==> config.mk <==
export PLATFORM = sky130hd
export DESIGN_NAME = fir_isolator
export DESIGN_NICKNAME = d
export VERILOG_FILES = /design/src/rtl/fir_pkg.sv /design/src/rtl/fir_ctrl.sv /design/src/rtl/fir_datapath.sv /design/src/rtl/fir_classify.sv /design/src/rtl/fir_isolator.sv
export SDC_FILE = /design/constraint.sdc
export NUM_CORES = 1
export LEC_CHECK = 0
export BUFFER_PORTS_ARGS = -buffer_cell sky130_fd_sc_hd__clkbuf_2
export CAP_MARGIN = 40
export CORE_UTILIZATION = 45
export CTS_CLUSTER_DIAMETER = 150
export CTS_CLUSTER_SIZE = 12
export DETAILED_ROUTE_END_ITERATION = 7
export HOLD_SLACK_MARGIN = 0.02
export PLACE_DENSITY_LB_ADDON = 0.25
export SLEW_MARGIN = 20
export SYNTH_ARGS = -nofsm -noshare
export SYNTH_HDL_FRONTEND = slang
export SYNTH_SLANG_ARGS = --single-unit
==> constraint.sdc <==
create_clock -name clk -period 6.17 [get_ports clk]
set_clock_uncertainty 0.15 [all_clocks]
set_input_delay 0.9255 -clock clk [delete_from_list [all_inputs] [get_ports clk]]
set_output_delay 0.9255 -clock clk [all_outputs]
set_load 0.02 [all_outputs]
==> src/rtl/fir_pkg.sv <==
package fir_pkg;

  localparam int unsigned OFS_FIR      = 0;
  localparam int unsigned OFS_FIR_AND  = 1;
  localparam int unsigned OFS_SPARE    = 2;
  localparam int unsigned OFS_MASK     = 3;
  localparam int unsigned OFS_MASK_AND = 4;
  localparam int unsigned OFS_MASK_OR  = 5;
  localparam int unsigned OFS_ACT0     = 6;
  localparam int unsigned OFS_ACT1     = 7;
  localparam int unsigned WINDOW       = 8;

  typedef enum logic [2:0] {
    RD_NONE = 3'd0,
    RD_FIR  = 3'd1,
    RD_MASK = 3'd2,
    RD_ACT0 = 3'd3,
    RD_ACT1 = 3'd4
  } rdSel_e;

  typedef struct packed {
    logic   firWr;
    logic   firAnd;
    logic   maskWr;
    logic   maskAnd;
    logic   maskOr;
    logic   act0Wr;
    logic   act1Wr;
    rdSel_e rdSel;
  } firStrobe_t;

endpackage

==> src/rtl/fir_ctrl.sv <==
module fir_ctrl
  import fir_pkg::*;
#(
  parameter int unsigned ADDR_W = 8,
  parameter int unsigned BASE   = 'h40
) (
  input  logic              wrEn,
  input  logic [ADDR_W-1:0] addr,
  output firStrobe_t        stb
);

  localparam logic [ADDR_W-1:0] BaseA  = ADDR_W'(BASE);
  localparam logic [ADDR_W-1:0] WinA   = ADDR_W'(WINDOW);

  logic [ADDR_W-1:0] offset;
  logic              hit;
  logic [2:0]        slot;

  always_comb begin
    offset = addr - BaseA;
    hit    = (addr >= BaseA) && (offset < WinA);
    slot   = offset[2:0];
  end

  always_comb begin
    stb = '0;
    stb.rdSel = RD_NONE;
    if (hit) begin
      case (slot)
        3'(OFS_FIR): begin
          stb.firWr = wrEn;
          stb.rdSel = RD_FIR;
        end
        3'(OFS_FIR_AND): begin
          stb.firAnd = wrEn;
          stb.rdSel  = RD_FIR;
        end
        3'(OFS_MASK): begin
          stb.maskWr = wrEn;
          stb.rdSel  = RD_MASK;
        end
        3'(OFS_MASK_AND): begin
          stb.maskAnd = wrEn;
          stb.rdSel   = RD_MASK;
        end
        3'(OFS_MASK_OR): begin
          stb.maskOr = wrEn;
          stb.rdSel  = RD_MASK;
        end
        3'(OFS_ACT0): begin
          stb.act0Wr = wrEn;
          stb.rdSel  = RD_ACT0;
        end
        3'(OFS_ACT1): begin
          stb.act1Wr = wrEn;
          stb.rdSel  = RD_ACT1;
        end
        default: stb.rdSel = RD_NONE;
      endcase
    end
  end

endmodule

==> src/rtl/fir_datapath.sv <==
module fir_datapath
  import fir_pkg::*;
#(
  parameter int unsigned WIDTH = 64
) (
  input  logic             clk,
  input  logic             rstN,
  input  firStrobe_t       stb,
  input  logic [WIDTH-1:0] errIn,
  input  logic [WIDTH-1:0] wdata,
  output logic [WIDTH-1:0] rdata,
  output logic [WIDTH-1:0] firQ,
  output logic [WIDTH-1:0] maskQ,
  output logic [WIDTH-1:0] act0Q,
  output logic [WIDTH-1:0] act1Q
);

  logic [WIDTH-1:0] firSw;
  logic [WIDTH-1:0] firNext;
  logic [WIDTH-1:0] maskNext;

  // Software update first, hardware errors ORed on top so none is lost.
  always_comb begin
    if (stb.firWr)       firSw = wdata;
    else if (stb.firAnd) firSw = firQ & wdata;
    else                 firSw = firQ;
    firNext = firSw | errIn;
  end

  always_comb begin
    if (stb.maskWr)       maskNext = wdata;
    else if (stb.maskAnd) maskNext = maskQ & wdata;
    else if (stb.maskOr)  maskNext = maskQ | wdata;
    else                  maskNext = maskQ;
  end

  always_ff @(posedge clk or negedge rstN) begin
    if (!rstN) begin
      firQ  <= '0;
      maskQ <= '1;
      act0Q <= '0;
      act1Q <= '0;
    end else begin
      firQ  <= firNext;
      maskQ <= maskNext;
      if (stb.act0Wr) act0Q <= wdata;
      if (stb.act1Wr) act1Q <= wdata;
    end
  end

  always_comb begin
    case (stb.rdSel)
      RD_FIR:  rdata = firQ;
      RD_MASK: rdata = maskQ;
      RD_ACT0: rdata = act0Q;
      RD_ACT1: rdata = act1Q;
      default: rdata = '0;
    endcase
  end

endmodule

==> src/rtl/fir_classify.sv <==
module fir_classify #(
  parameter int unsigned WIDTH = 64
) (
  input  logic [WIDTH-1:0] firQ,
  input  logic [WIDTH-1:0] maskQ,
  input  logic [WIDTH-1:0] act0Q,
  input  logic [WIDTH-1:0] act1Q,
  output logic             unitCheckstop,
  output logic             recoverable,
  output logic             hostAttn
);

  logic [WIDTH-1:0] chkVec;
  logic [WIDTH-1:0] recVec;
  logic [WIDTH-1:0] hostVec;

  for (genvar i = 0; i < WIDTH; i++) begin : g_bit
    logic live;
    logic [1:0] code;
    always_comb begin
      live       = firQ[i] & ~maskQ[i];
      code       = {act0Q[i], act1Q[i]};
      chkVec[i]  = live && (code == 2'b00);
      recVec[i]  = live && (code == 2'b01);
      hostVec[i] = live && (code == 2'b10);
    end
  end

  always_comb begin
    unitCheckstop = |chkVec;
    recoverable   = |recVec;
    hostAttn      = |hostVec;
  end

endmodule

==> src/rtl/fir_isolator.sv <==
module fir_isolator
  import fir_pkg::*;
#(
  parameter int unsigned WIDTH  = 64,
  parameter int unsigned ADDR_W = 8,
  parameter int unsigned BASE   = 'h40
) (
  input  logic              clk,
  input  logic              rstN,
  input  logic [WIDTH-1:0]  errIn,
  input  logic              wrEn,
  input  logic [ADDR_W-1:0] addr,
  input  logic [WIDTH-1:0]  wdata,
  output logic [WIDTH-1:0]  rdata,
  output logic              unitCheckstop,
  output logic              recoverable,
  output logic              hostAttn
);

  firStrobe_t       stb;
  logic [WIDTH-1:0] fir;
  logic [WIDTH-1:0] mask;
  logic [WIDTH-1:0] act0;
  logic [WIDTH-1:0] act1;

  fir_ctrl #(.ADDR_W(ADDR_W), .BASE(BASE)) u_ctrl (
    .wrEn (wrEn),
    .addr (addr),
    .stb  (stb)
  );

  fir_datapath #(.WIDTH(WIDTH)) u_dp (
    .clk   (clk),
    .rstN  (rstN),
    .stb   (stb),
    .errIn (errIn),
    .wdata (wdata),
    .rdata (rdata),
    .firQ  (fir),
    .maskQ (mask),
    .act0Q (act0),
    .act1Q (act1)
  );

  fir_classify #(.WIDTH(WIDTH)) u_cls (
    .firQ          (fir),
    .maskQ         (mask),
    .act0Q         (act0),
    .act1Q         (act1),
    .unitCheckstop (unitCheckstop),
    .recoverable   (recoverable),
    .hostAttn      (hostAttn)
  );

endmodule

==> flow_summary.yaml <==
run_status:
  status: "finished clean"
global_routing:
  grt_usage_pct: 29.8
  overflow: 0
  grt_first_pass_wirelength_mm: 69.2
  grt_pass1_vias: 11115
  antenna_found_initial: 0
  grt_max_degree: 99
die:
  rows: 62
  die_h_um: 174
  io_pins: 206
  initial_core_util_pct: 46.0
  dieArea_um2: 30300
  die_x_um: 174
  coreArea_um2: 28900
setup_path:
  rr_worst_depth: 1
  worstSetupStartpointType: "input port"
  path_class: "in -> out"
  cp_max_fo: 46
  ff2ff_setup_slack_ns: 5.09
  rr_endpoint: "u_dp.act1Q[39]"
  timing.rr.start: "u_dp.act1Q[39]"
  crit_end: "rdata[45]"
  crit_start: "addr[4]"
  cp.required_ns: 5.09
  critPathCaptureType: "output port"
  arrival_ns: 3.30
sta:
  drv_slew: 0
  period_minus_slack_ns: 4.38
  worst_slew_pin_slew_ns: 0.897
  whs_ns: 0.289
  rsz0062_at_grt: "false"
  period_share_pct: 71.0
  setup_viol: 0
  final_hold_viol_count: 0
  timing.setup.tns_ns: 0
  maxSlewHeadroom_pct: 39.4
  fmax_ghz: 0.228
yosys:
  yosys.area_share.adder_pct: 0
  post_synth_num_cell_types: 41
  yosysWarnings: 0
  synth_seq_cells: 256
  synth_fp_nets: 1392
  ys.flop_type: "dfrtp_1"
  synth-simple-area-share_pct: 26.3
  async_reset_ff_share_pct: 100
  avgSynthCellArea_um2: 10.6
  synth.cell_area_um2: 13300
  synth_cells: 1253
  seq_area_frac_synth_pct: 48.7
  muxShareOfSynthArea_pct: 10.8
  yosys.area_share.xor_xnor_pct: 0.0658
  synth_edf_count: 0
  synth_top_family_by_area: "simple AND/OR/NAND/NOR gates"
  synth_compound_area_share_pct: 11.6
finish:
  fin_util_pct: 53.5
  multi_input_area_um2: 6540
  drive_above_1_share_pct: 22.7
  stdcell_count: 1837
  nFillCells: 2628
  antenna_cells: 0
  nets: 1577
  syn2layout_area_growth_pct: 16.4
  seqCellArea_um2: 6490
power_and_ir_drop:
  leakage_nw: 7.26
  power_density_nw_per_um2: 240
  finalPower_mw: 3.72
  vdd_drop_max_uv: 195
place:
  globalplace.congestion: 0.977
  dp_cells: 1793
  dp_hpwl_mm: 31.8
  port_buffers: 205
clocking:
  clk-insertion-delay-late_ns: 0.54
  cts_setup_buffers: 0
  clock-root-buffer: "clkbuf_16"
  postCtsHoldBufs: 0
  htreeDepth: 1
  cts-resized-gates: 0
  cts_max_path_buffers: 3
  cts_tree: "built"
  cts.sinks: 256
  clk_pin_slew_ns: 0.06
  cts_buffers: 25
hold_path:
  hold_path.class: "in -> async"
drt:
  avgRoutedWirePerCell_um: 24.8
  drt_iter0_drc: 1339
  viasPerCell: 6.41
  ant_nets: 0
  totalWireLength_mm: 45.5
  vias: 11782
  drtPass1Iterations: 8
  drc_errors: 0
run:
  maxCapViolCount: 0
[cell type report]
cell class                 instances  area share [%]
timing repair buffer             225            7.96
multi-input combinational        916            42.2
sequential                       256            41.9
clock buffer                      40            4.40
inverter                          14           0.339
clock inverter                     2           0.113
tap                              384            3.10
[metrics by stage]
stage | area [um2] | setup slack [ns]
6_report | 15500 | 1.79
5_1_grt | 15500 | 1.73
4_1_cts | 15500 | 1.84
3_5_place_dp | 14800 | 1.84
3_3_place_gp | 14700 | 1.86
2_1_floorplan | 13300 | 2.42
[cell families (layout without fill, tap and decap cells)]
| kind of cell | count (synthesis) | after routing |
|---|---|---|
| AND/OR/NAND/NOR | 570 | 570 |
| buffers and inverters | 81 | 281 |
| multiplexers | 128 | 128 |
| XOR/XNOR | 1 | 1 |
| flip-flops | 256 | 256 |
| AO/OA/AOI/OAI | 217 | 217 |
[worst min-delay path by stage]
stage / startpoint / endpoint / slack, ns / cells after the start
final: rstN / u_dp.firQ[22] / 0.29 / 1
after floorplan: u_dp.firQ[18] / u_dp.firQ[18] / 0.34 / 2
after global routing: rstN / u_dp.firQ[14] / 0.35 / 1
after global placement: u_dp.act0Q[22] / u_dp.act0Q[22] / 0.37 / 1
after detailed placement: u_dp.firQ[18] / u_dp.firQ[18] / 0.37 / 2
after CTS: rstN / u_dp.firQ[8] / 0.31 / 1
[metal layers]
layer  routed length [um]  GRT usage, %  share of wire [%]  up-vias
li1                     -             -                  -     5191
met1                18700          41.2                 41     5850
met2                21000          46.7                 46      654
met3                 4140          5.42                9.1       87
met4                 1710          10.9                3.7        0
met5                    0             0                  0        -
[worst max-delay path, cell delays in order]
cell,delay [ns]
clkbuf_2,0.07
or3_1,0.36
or2_1,0.41
a21oi_4,0.64
buf_12,0.34
a222oi_1,0.23
nand2_1,0.12
clkbuf_2,0.17
[registers in the layout (all words and copies together) (netlist names)]
| register | count |
|---|---|
| u_dp.act1Q | 64 |
| u_dp.maskQ | 64 |
| u_dp.act0Q | 64 |
| u_dp.firQ | 64 |
[report_power, final]
part	leakage (nW)	switching (mW)	internal (mW)	total, mW
clock network	0.335	0.664	0.754	1.42
registers	2.99	0.108	1.79	1.90
logic	3.94	0.240	0.161	0.400
total	7.26	1.01	2.70	3.72
[synth_stat cells (45+ instances only)]
| master | number | area share [%] |
|---|---|---|
| o22ai_1 | 64 | 3.0 |
| clkbuf_1 | 45 | 1.3 |
| dfrtp_1 | 192 | 36 |
| nand2b_1 | 67 | 3.1 |
| nand2_1 | 130 | 3.7 |
| mux2_1 | 128 | 11 |
| nor2_1 | 132 | 3.7 |
| dfstp_2 | 64 | 13 |
| a222oi_1 | 63 | 4.7 |
| nor4bb_1 | 110 | 8.3 |
| nor4b_1 | 51 | 3.4 |
| a21oi_1 | 70 | 2.6 |
[layout by cell type, fill, tap and decap left out, types with 2 or more instances in the layout]
master,count
clkbuf_2,205
nor3b_1,12
clkbuf_16,25
nor3_1,5
nor4_1,32
nor2_1,130
o22ai_1,64
nor4b_1,51
inv_1,14
inv_6,2
buf_4,15
a2111oi_0,6
a222oi_1,63
nor2_4,2
nand4_1,9
or4b_2,5
dfrtp_1,192
a221oi_1,3
nand2_1,130
dfstp_2,64
nor4bb_1,110
nand2b_1,67
buf_12,2
nand3_1,5
or4_1,2
o41ai_1,3
a21oi_1,69
mux2_1,128
nor3_4,3
a22oi_1,2
clkbuf_1,15
(Power assumes the default switching activity.)
